**config.mk**
```make
export PLATFORM = sky130hd
export DESIGN_NAME = uart_fifo_status
export DESIGN_NICKNAME = d
export VERILOG_FILES = /design/src/rtl/ufs_pkg.sv /design/src/rtl/ufs_fifo.sv /design/src/rtl/ufs_rx_path.sv /design/src/rtl/ufs_stat_irq.sv /design/src/rtl/uart_fifo_status.sv
export SDC_FILE = /design/constraint.sdc
export NUM_CORES = 1
export LEC_CHECK = 0
export ABC_AREA = 1
export ABC_CLOCK_PERIOD_IN_PS = 2400
export CAP_MARGIN = 30
export CORE_MARGIN = 8
export CORE_UTILIZATION = 56
export CTS_BUF_LIST = sky130_fd_sc_hd__clkbuf_8 sky130_fd_sc_hd__clkbuf_16
export DETAILED_ROUTE_END_ITERATION = 10
export DONT_BUFFER_PORTS = 1
export MAX_ROUTING_LAYER = met4
export PLACE_DENSITY = 0.74
export SLEW_MARGIN = 25
export SYNTH_ARGS = -nofsm -noshare
export SYNTH_HDL_FRONTEND = slang
export SYNTH_SLANG_ARGS = --single-unit
```
**constraint.sdc**
```tcl
create_clock -name clk -period 2.4 [get_ports clk]
set_input_delay 0.24 -clock clk [delete_from_list [all_inputs] [get_ports clk]]
set_output_delay 0.24 -clock clk [all_outputs]
set_load 0.1 [all_outputs]
```
**src/rtl/ufs_pkg.sv**
```systemverilog
// Package: shared entry type for the serial FIFO/status unit.
// Assumes 8-bit characters; the receive entry carries its error flags.
package ufs_pkg;
    localparam int CHAR_W = 8;

    typedef struct packed {
        logic              brk;
        logic              frm;
        logic              par;
        logic              ovr;
        logic [CHAR_W-1:0] ch;
    } rx_ent_t;
endpackage

```
**src/rtl/ufs_fifo.sv**
```systemverilog
// Module: ufs_fifo
// Synchronous queue with show-ahead head output and a synchronous flush.
// Assumes the caller never writes when full unless it also reads, and never
// reads when empty.
module ufs_fifo #(
    parameter  int W     = 8,
    parameter  int DEPTH = 8,
    localparam int AW    = (DEPTH > 1) ? $clog2(DEPTH) : 1,
    localparam int CW    = $clog2(DEPTH + 1)
) (
    input  logic          clk,
    input  logic          rst_n,
    input  logic          clr,
    input  logic          wr_en,
    input  logic [W-1:0]  wr_data,
    input  logic          rd_en,
    output logic [W-1:0]  head,
    output logic [CW-1:0] count,
    output logic          full,
    output logic          empty
);
    logic [W-1:0]  mem [DEPTH];
    logic [AW-1:0] wp, rp, wp_nx, rp_nx;

    // Pointer advance: plain wrap for power-of-two depth, compare otherwise
    generate
        if ((1 << AW) == DEPTH) begin : g_pow2
            assign wp_nx = wp + 1'b1;
            assign rp_nx = rp + 1'b1;
        end else begin : g_wrap
            assign wp_nx = (wp == AW'(DEPTH - 1)) ? '0 : wp + 1'b1;
            assign rp_nx = (rp == AW'(DEPTH - 1)) ? '0 : rp + 1'b1;
        end
    endgenerate

    // Pointer and occupancy update
    always_ff @(posedge clk) begin
        if (!rst_n || clr) begin
            wp    <= '0;
            rp    <= '0;
            count <= '0;
        end else begin
            if (wr_en) wp <= wp_nx;
            if (rd_en) rp <= rp_nx;
            if (wr_en && !rd_en)      count <= count + 1'b1;
            else if (rd_en && !wr_en) count <= count - 1'b1;
        end
    end

    // Storage write
    always_ff @(posedge clk) begin
        if (wr_en && !clr) mem[wp] <= wr_data;
    end

    assign head  = mem[rp];
    assign full  = (count == CW'(DEPTH));
    assign empty = (count == '0);
endmodule

```
**src/rtl/ufs_rx_path.sv**
```systemverilog
// Module: ufs_rx_path
// Receive queue plus a one-entry spill slot that keeps the character which
// arrived while the queue was full; that character is tagged as overrun and
// enters the queue as soon as a pop frees a slot.
// Assumes push/pop are already gated by the soft-reset sequencer (clr).
module ufs_rx_path
    import ufs_pkg::*;
#(
    parameter  int DEPTH = 16,
    localparam int CW    = $clog2(DEPTH + 1)
) (
    input  logic          clk,
    input  logic          rst_n,
    input  logic          clr,
    input  logic          push,
    input  rx_ent_t       push_ent,
    input  logic          pop,
    output rx_ent_t       head,
    output logic [CW-1:0] count
);
    rx_ent_t spill, ovr_ent, f_data;
    logic    spill_v, f_wr, f_full, f_empty, do_pop;

    assign do_pop = pop && !f_empty;

    // Incoming character as it is stored when it caused an overrun
    always_comb begin
        ovr_ent     = push_ent;
        ovr_ent.ovr = 1'b1;
    end

    // Queue write source: the spilled character has priority over new input
    always_comb begin
        f_wr   = 1'b0;
        f_data = push_ent;
        if (spill_v && do_pop) begin
            f_wr   = 1'b1;
            f_data = spill;
        end else if (push && !spill_v && (!f_full || do_pop)) begin
            f_wr   = 1'b1;
        end
    end

    // Spill slot: filled on overrun, drained into the queue on a pop
    always_ff @(posedge clk) begin
        if (!rst_n || clr) begin
            spill_v <= 1'b0;
            spill   <= '0;
        end else if (spill_v && do_pop) begin
            spill_v <= push;
            spill   <= ovr_ent;
        end else if (!spill_v && push && f_full && !do_pop) begin
            spill_v <= 1'b1;
            spill   <= ovr_ent;
        end
    end

    ufs_fifo #(.W($bits(rx_ent_t)), .DEPTH(DEPTH)) rx_q_i (
        .clk     (clk),
        .rst_n   (rst_n),
        .clr     (clr),
        .wr_en   (f_wr),
        .wr_data (f_data),
        .rd_en   (do_pop),
        .head    (head),
        .count   (count),
        .full    (f_full),
        .empty   (f_empty)
    );
endmodule

```
**src/rtl/ufs_stat_irq.sv**
```systemverilog
// Module: ufs_stat_irq
// Sticky transmit-due, receive-due and receive-timeout status bits, the
// idle-period counter behind the timeout, and the interrupt request.
// Assumes a set condition that still holds wins over a software clear.
module ufs_stat_irq #(
    parameter  int RX_DEPTH = 16,
    parameter  int TX_DEPTH = 8,
    parameter  int TOUT_W   = 8,
    localparam int RX_CW    = $clog2(RX_DEPTH + 1),
    localparam int TX_CW    = $clog2(TX_DEPTH + 1)
) (
    input  logic              clk,
    input  logic              rst_n,
    input  logic              clr,
    input  logic [RX_CW-1:0]  rx_count,
    input  logic [TX_CW-1:0]  tx_count,
    input  logic              rx_act,
    input  logic              bit_tick,
    input  logic [1:0]        rx_lvl_sel,
    input  logic              tx_lvl_empty,
    input  logic [TOUT_W-1:0] tout_ticks,
    input  logic              st_clr,
    input  logic [2:0]        st_clr_keep,
    input  logic              ie_tx,
    input  logic              ie_rx,
    output logic              tx_due,
    output logic              rx_due,
    output logic              rx_tout,
    output logic              irq
);
    logic [RX_CW-1:0]  rx_lvl;
    logic [TOUT_W-1:0] idle;
    logic              rx_cond, tx_cond, tout_hit, keep_tx, keep_rx, keep_to;

    // Receive threshold decode
    always_comb begin
        case (rx_lvl_sel)
            2'd0:    rx_lvl = RX_CW'(1);
            2'd1:    rx_lvl = RX_CW'(4);
            2'd2:    rx_lvl = RX_CW'(8);
            default: rx_lvl = RX_CW'(12);
        endcase
    end

    assign rx_cond  = (rx_count >= rx_lvl);
    assign tx_cond  = tx_lvl_empty ? (tx_count == '0) : (tx_count != TX_CW'(TX_DEPTH));
    assign tout_hit = (rx_count != '0) && (tout_ticks != '0) && (idle == tout_ticks) && !rx_act;
    assign keep_tx  = !st_clr || st_clr_keep[2];
    assign keep_rx  = !st_clr || st_clr_keep[1];
    assign keep_to  = !st_clr || st_clr_keep[0];

    // Idle bit-period counter, restarted by any receive activity
    always_ff @(posedge clk) begin
        if (!rst_n || clr || rx_act || rx_count == '0) idle <= '0;
        else if (bit_tick && idle != tout_ticks)       idle <= idle + 1'b1;
    end

    // Sticky status bits: set by condition, cleared by writing 0
    always_ff @(posedge clk) begin
        if (!rst_n || clr) begin
            tx_due  <= 1'b0;
            rx_due  <= 1'b0;
            rx_tout <= 1'b0;
        end else begin
            tx_due  <= (tx_due  && keep_tx) || tx_cond;
            rx_due  <= (rx_due  && keep_rx) || rx_cond;
            rx_tout <= (rx_tout && keep_to) || tout_hit;
        end
    end

    assign irq = (tx_due && ie_tx) || ((rx_due || rx_tout) && ie_rx);
endmodule

```
**src/rtl/uart_fifo_status.sv**
```systemverilog
// Module: uart_fifo_status (top)
// Receive and transmit queues of a serial port with threshold status,
// timeout, interrupt request, queue flush and soft reset sequencing.
// Assumes single-cycle strobes from the host side and the line engines.
module uart_fifo_status
    import ufs_pkg::*;
#(
    parameter  int RX_DEPTH     = 16,
    parameter  int TX_DEPTH     = 8,
    parameter  int TOUT_W       = 8,
    parameter  int SWRST_CYCLES = 4,
    localparam int RX_CW        = $clog2(RX_DEPTH + 1),
    localparam int TX_CW        = $clog2(TX_DEPTH + 1),
    localparam int SW_W         = $clog2(SWRST_CYCLES + 1)
) (
    input  logic              clk,
    input  logic              rst_n,
    input  logic              bit_tick,
    input  logic              rx_push,
    input  logic [CHAR_W-1:0] rx_char,
    input  logic [2:0]        rx_err,
    input  logic              rx_pop,
    output logic [CHAR_W-1:0] rx_head_data,
    output logic [3:0]        rx_head_flags,
    output logic [RX_CW-1:0]  rx_fill,
    output logic              rx_none,
    input  logic              tx_wr,
    input  logic [CHAR_W-1:0] tx_wdata,
    input  logic              tx_pop,
    output logic [CHAR_W-1:0] tx_head_data,
    output logic              tx_full,
    output logic              tx_empty,
    output logic              tx_wr_err,
    input  logic [1:0]        rx_lvl_sel,
    input  logic              tx_lvl_empty,
    input  logic [TOUT_W-1:0] tout_ticks,
    input  logic              ie_tx,
    input  logic              ie_rx,
    input  logic              st_clr,
    input  logic [2:0]        st_clr_keep,
    input  logic              fctl_wr,
    input  logic              fctl_rst_en,
    input  logic              fctl_rst_tx,
    input  logic              fctl_rst_rx,
    input  logic              swrst_req,
    output logic              swrst_busy,
    output logic              st_tx_due,
    output logic              st_rx_due,
    output logic              st_rx_tout,
    output logic              irq
);
    logic [SW_W-1:0]  sw_cnt;
    logic             sw_clr, rx_flush, tx_flush, rx_act;
    rx_ent_t          in_ent, hd_ent;
    logic [TX_CW-1:0] tx_count;

    // Soft reset sequencer: busy for a fixed number of cycles
    always_ff @(posedge clk) begin
        if (!rst_n)              sw_cnt <= '0;
        else if (swrst_req)      sw_cnt <= SW_W'(SWRST_CYCLES);
        else if (sw_cnt != '0)   sw_cnt <= sw_cnt - 1'b1;
    end

    assign swrst_busy = (sw_cnt != '0);
    assign sw_clr     = swrst_req || swrst_busy;
    assign rx_flush   = sw_clr || (fctl_wr && fctl_rst_en && fctl_rst_rx);
    assign tx_flush   = sw_clr || (fctl_wr && fctl_rst_en && fctl_rst_tx);
    assign rx_act     = rx_push || rx_pop;

    // Pack the incoming character with its line error bits
    always_comb begin
        in_ent.brk = rx_err[2];
        in_ent.frm = rx_err[1];
        in_ent.par = rx_err[0];
        in_ent.ovr = 1'b0;
        in_ent.ch  = rx_char;
    end

    ufs_rx_path #(.DEPTH(RX_DEPTH)) rx_i (
        .clk      (clk),
        .rst_n    (rst_n),
        .clr      (rx_flush),
        .push     (rx_push),
        .push_ent (in_ent),
        .pop      (rx_pop),
        .head     (hd_ent),
        .count    (rx_fill)
    );

    // Head status: a break hides framing and parity of the same character
    assign rx_head_data  = hd_ent.ch;
    assign rx_head_flags = {hd_ent.brk, hd_ent.frm && !hd_ent.brk,
                            hd_ent.par && !hd_ent.brk, hd_ent.ovr};
    assign rx_none       = (rx_fill == '0);

    ufs_fifo #(.W(CHAR_W), .DEPTH(TX_DEPTH)) tx_i (
        .clk     (clk),
        .rst_n   (rst_n),
        .clr     (tx_flush),
        .wr_en   (tx_wr && !tx_full),
        .wr_data (tx_wdata),
        .rd_en   (tx_pop && !tx_empty),
        .head    (tx_head_data),
        .count   (tx_count),
        .full    (tx_full),
        .empty   (tx_empty)
    );

    // Sticky write-error flag for writes into a full transmit queue
    always_ff @(posedge clk) begin
        if (!rst_n || sw_clr)      tx_wr_err <= 1'b0;
        else if (tx_wr && tx_full) tx_wr_err <= 1'b1;
    end

    ufs_stat_irq #(.RX_DEPTH(RX_DEPTH), .TX_DEPTH(TX_DEPTH), .TOUT_W(TOUT_W)) st_i (
        .clk          (clk),
        .rst_n        (rst_n),
        .clr          (sw_clr),
        .rx_count     (rx_fill),
        .tx_count     (tx_count),
        .rx_act       (rx_act),
        .bit_tick     (bit_tick),
        .rx_lvl_sel   (rx_lvl_sel),
        .tx_lvl_empty (tx_lvl_empty),
        .tout_ticks   (tout_ticks),
        .st_clr       (st_clr),
        .st_clr_keep  (st_clr_keep),
        .ie_tx        (ie_tx),
        .ie_rx        (ie_rx),
        .tx_due       (st_tx_due),
        .rx_due       (st_rx_due),
        .rx_tout      (st_rx_tout),
        .irq          (irq)
    );
endmodule

```
After elaboration in Yosys (flattened, before gate mapping)
Memories as Yosys holds them, arrays and structs flattened. A register that Yosys moved wholly into a read port is not among the register bits.
Index checks and enable logic that the tools add are counted.

cells by class
  add/subtract/negate cells = 10
  order comparisons = 1
  equality and inequality tests = 7
  multiplexer cells = 23
  bitwise logic cells = 1
  reductions and logical operators = 73

operators by type and width
  kind                                              number
  two-way mux 12 bit                                3
  logical AND 1 bit                                 29
  logical OR 1 bit                                  18
  two-way mux 4 bit                                 4
  logical NOT 1 bit                                 15
  adder 4 x 1 -> 4 bit, second input constant       3
  two-way mux 3 bit                                 4
  case mux 4 bit (3 select lines)                   1
  two-way mux 5 bit                                 2
  two-way mux 1 bit                                 9
  adder 8 x 1 -> 8 bit, second input constant       1
  equality test 8 bit                               1
  inequality test 8 bit                             1
  nonzero test 2 bit                                4
  nonzero test 8 bit                                1
  adder 3 x 1 -> 3 bit, second input constant       2
  adder 5 x 1 -> 5 bit, second input constant       1
  equality test 5 bit, second input constant        1
  greater-or-equal comparator 5 x 4 -> 1 bit        1
  logical NOT 5 bit                                 1
  nonzero test 5 bit                                1
  subtractor 5 x 1 -> 5 bit, second input constant  1
  equality test 4 bit, second input constant        1
  logical NOT 4 bit                                 1
  9 further kinds                                   9

word-level totals
  register bits after elaboration = 51
  memory bits (writable) = 256
  output and inout port bits = 34
  memories = 2

memory list
  memory           words  bits a word  read ports  clocked after memory_dff  wr ports  RTL line        RTL
  rx_i.rx_q_i.mem  16     12           1           1                         1         ufs_fifo.sv:22  logic [W-1:0] mem [DEPTH];
  tx_i.mem         8      8            1           1                         1         ufs_fifo.sv:22

Logic depth before layout (Yosys ltp)
  depth in word-level cells = 11
  gate-level depth with buffers = 15
  gate-level depth less buffers = 15

Modules after synthesis
From an unflattened synthesis, not the netlist that was laid out.

unflattened totals
  cell total of the unflattened synthesis = 1505
  area total of the unflattened synthesis = 14279.9 um^2

modules (own cells, without submodules)
  module                   instances  cells an instance  area each (um^2)
  ufs_fifo at rx_i.rx_q_i  1          903                9132.5
  ufs_fifo at tx_i         1          303                3248.1
  ufs_stat_irq             1          132                817.0
  ufs_rx_path              1          119                785.8
  uart_fifo_status         1          48                 296.5

Least setup slack after synthesis
No wires, ideal clock.

  kind = register to register
  start point = register rx_i.rx_q_i.count[1]
  end point = memory rx_i.rx_q_i.mem[12][0] in the netlist's numbering (enable)
  setup time = 0.396 ns
  data arrival time = 2.725 ns
  data required time = 2.004 ns
  slack = -0.721 ns
  stages on the path, launching flop included = 10
  path through = dfxtp_1 inv_1 nand4_2 nand2_4 inv_6 nand2_8 nand2_8 nand2_4 buf_6 nor3_1

on the way
  word-level cells in the longest chain between the ends = 10

RTL lines
  what                                       RTL line           RTL
  from (decl)                                ufs_fifo.sv:18     output logic [CW-1:0] count,
  from (signal assigned)                     ufs_fifo.sv:45     if (wr_en && !rd_en) count <= count + 1'b1;
  from (signal assigned)                     ufs_fifo.sv:46     else if (rd_en && !wr_en) count <= count - 1'b1;
  logical NOT 5 bit                          ufs_fifo.sv:57     assign empty = (count == '0);
  logical NOT 1 bit                          ufs_rx_path.sv:24  assign do_pop = pop && !f_empty;
  logical AND 1 bit                          ufs_rx_path.sv:24
  logical OR 1 bit                           ufs_rx_path.sv:39  end else if (push && !spill_v && (!f_full || do_pop)) begin
  logical AND 1 bit                          ufs_rx_path.sv:39
  two-way mux 1 bit                          ufs_rx_path.sv:39
  two-way mux 1 bit *                        ufs_rx_path.sv:36  if (spill_v && do_pop) begin
  logical AND 1 bit *                        ufs_fifo.sv:52     if (wr_en && !clr) mem[wp] <= wr_data;
  two-way mux 1 bit *                        ufs_fifo.sv:52
  two-way mux 1 bit (implied by the code) *  ufs_fifo.sv:52
  to (decl)                                  ufs_fifo.sv:22

Mark *: on every way between the ends. The rest lies on a longest branch, timed or not.

==> impl_metrics.ini <==
[floorplanning]
die_w_um = 170.7
core-area_um2 = 23470
rows = 56
die_height_um = 170.7
start_util = 0.5711
boundaryPins = 82
die-area_um2 = 29150

[global_route]
track_usage = 0.2104
first_global_vias = 9140
antenna_found_initial = 0
grt.overflow.total = 0
grt_pass1_wl_um = 47430
grt_max_degree = 66

[critical_path]
cp_max_fo = 23
path_cells = inv_8, buf_12, nor2_1, nor2_1, o21ai_0, o211ai_1, nand3_1, nand2_1, buf_12
crit_path_top_delay_cell = dfxtp_4
crit_path_max_incr_delay_ps = 410
end_kind = output pin
criticalPathCategory = reg2out
cp.required_ps = 2160
start_kind = register
ff2ff_path_depth = 14
reg2reg_from = rx_i.rx_q_i.count[4]
reg2reg_to = rx_i.rx_q_i.count[4]
arrival_ps = 2190
r2r_slack_ps = 170
crit_end = rx_head_data[0]

[finish]
nFillCells = 1611
antennaDiodeCount = 0
regArea_um2 = 8876
syn_to_final_growth_pct = 21.34
drive_gt1_frac = 0.1599
layout.cells.non_filler = 1682
nets = 1410
final_area_um2 = 16270
multi_input_area_um2 = 4155

[logic_synthesis]
synth_top_area_share = 0.5735
syn-instance-count = 1231
synthTopCellsByArea = edfxtp_1 (57%), dfxtp_1 (8.7%), nor2_1 (6.2%)
synthArstFlopShare = 0
syn_area_um2 = 13410
yosys_warnings = 0
ys_types = 41
synth_edf_count = 256
yosysSeqAreaShare = 0.6601
avgSynthCellArea_um2 = 10.89
synth_top_flop_cell = edfxtp_1
syn-num-nets = 1302
ys_ff_latch = 314
synth_area_leader_cell = edfxtp_1

[timing]
timing.final.crit_share = 1.012
rsz0062_at_grt = yes
skew_ps = 28.24
fin_crit_ps = 2429
maxSlewHeadroom = 0.5049
fin_ws_ps = -29.18
worst_hold_slack_ps = 19.55
final-max-slew-violation-count = 0
setup_viol = 4
tns_ps = -42.48
tightest_slew_ps = 741.8
hold_viol = 0
max_freq_mhz = 411.7

[placed_design]
gp_congestion = 0.8547
place_ws_ps = 99.66
placed_cells = 1583
portBuffers = 0
hpwl_um = 18480
place_area_um2 = 14660

[cts]
htreeDepth = 1
cts_tree = yes
clock_path_buffers = 3
cts_sinks = 314
clk_pin_slew_ps = 70
root_buffer = clkbuf_16
numCtsBuffers = 30
clk-insertion-delay-late_ps = 560

[routing]
via_per_inst = 5.641
vias = 9489
ant_nets = 0
totalWireLength_um = 30720
drt-pass1-iter-count = 5
drtIter0Drc = 1028
drcViolationCount = 0
wl_per_cell_um = 18.26

[min_path]
hold_path.class = in2reg

[flow_run]
drv_cap = 0

[outcome]
violations = negative setup slack
status = finished, violations left

[power]
p_leak_nw = 6.031
p_per_area_nw_per_um2 = 702.0
ir_drop_v = 0.0006260
## metal layers
metal	track usage	part of all wire	wire, µm
met1	0.2725	0.41	12580
met2	0.3458	0.49	14990
met3	0.02950	0.083	2544
met4	0.05568	0.019	595
met5	-	0	0
## Yosys cell counts, types with 2 or more instances
cell type  number
clkbuf_1       27
inv_2           3
nor2_1        223
a21oi_1        52
nand2_4         2
buf_4           8
inv_1          84
xnor2_1         5
edfxtp_1      256
nor3_1         20
o32ai_1        16
dfxtp_1        58
nor4_1          2
o21ai_0       142
o21ai_1         5
nor2_2          2
xor2_1         12
ha_1           21
buf_2          16
fa_1            2
nand2_8         2
o221ai_1       14
a31oi_1         2
buf_6           6
nand3_1        63
nand2_1       149
nand2_2         3
o211ai_1       23
## worst max-delay path, delay by kind of cell, from the launching register on
| family | cells | cell delay (ps) |
|---|---|---|
| compound gates | 2 | 220 |
| buf+inv | 3 | 490 |
| flops | 1 | 410 |
| simple gates | 4 | 530 |
## sequential cells by signal (all words and copies together) (netlist names), 3 cells and up, named ones only
register	flops
rx_i.rx_q_i.mem	192
tx_i.mem	64
rx_i.spill	12
st_i.idle	8
rx_i.rx_q_i.count	5
rx_i.rx_q_i.rp	4
rx_i.rx_q_i.wp	4
tx_i.count	4
sw_cnt	3
tx_i.rp	3
tx_i.wp	3
## cell type report
class | instances | share of cell area
clock buffer | 31 | 0.04700
clock inverter | 25 | 0.01054
multi-input combinational | 769 | 0.2555
sequential | 314 | 0.5457
tap | 319 | 0.02454
timing repair buffer | 135 | 0.09485
inverter | 89 | 0.02192
## where the power goes
group,internal [mW],total (mW),switching [mW],leakage (nW)
Clock,2.51,4.42,1.91,0.508
Sequential,5.91,5.94,0.0240,2.76
Combinational,0.326,1.06,0.731,2.76
Total,8.75,11.4,2.67,6.03
## kinds of logic after synthesis
kind of cell,synth area share
flops,0.6601
compound gates,0.1093
buf+inv,0.04919
simple gates,0.1478
fa+ha+maj,0.02259
xor+xnor,0.01111
## repair_timing
item / in CTS / in global routing
hold endpoints to repair: 99 / 0
gates resized for setup: 19 / 37
hold buffers: 30 / 0
setup endpoints to repair: 19 / 22
pin swaps: 2 / 14
setup buffers: 0 / 8
cloned: 1 / 4
## worst min path at each step
stage	start	endpoint	slack, ps	depth (start not counted)
after floorplan	tx_wdata[0]	tx_i.mem[0][0]	340	0
after global placement	tx_wdata[2]	tx_i.mem[3][2]	340	0
after detailed placement	tx_wdata[3]	tx_i.mem[1][3]	340	0
after CTS	st_clr	st_i.rx_due	30	3
after global routing	rx_push	rx_i.rx_q_i.wp[2]	30	3
final	rx_push	rx_i.rx_q_i.wp[0]	20	4
## through the flow
| stage | utilization | total power [mW] |
|---|---|---|
| 2_1_floorplan | - | 6.725 |
| 3_3_place_gp | 0.6243 | 6.990 |
| 3_5_place_dp | 0.6244 | 7.004 |
| 4_1_cts | 0.6811 | 11.43 |
| 5_1_grt | 0.6930 | 11.76 |
| 6_report | 0.6930 | 11.42 |
## cell usage in the layout (no fill, tap or decap), drive strengths merged
cell type	count
a21boi	1
a21o	1
a21oi	52
a31oi	2
and2	1
buf	101
bufinv	2
clkbuf	35
clkinv	11
clkinvlp	2
dfxtp	58
dlygate4sd3	30
edfxtp	256
fa	2
ha	21
inv	99
nand2	156
nand3	64
nand3b	2
nand4	2
nor2	225
nor3	20
nor4	2
o211ai	23
o21ai	147
o221ai	14
o22ai	1
o32ai	16
xnor2	5
xor2	12
(Power assumes the default switching activity.)
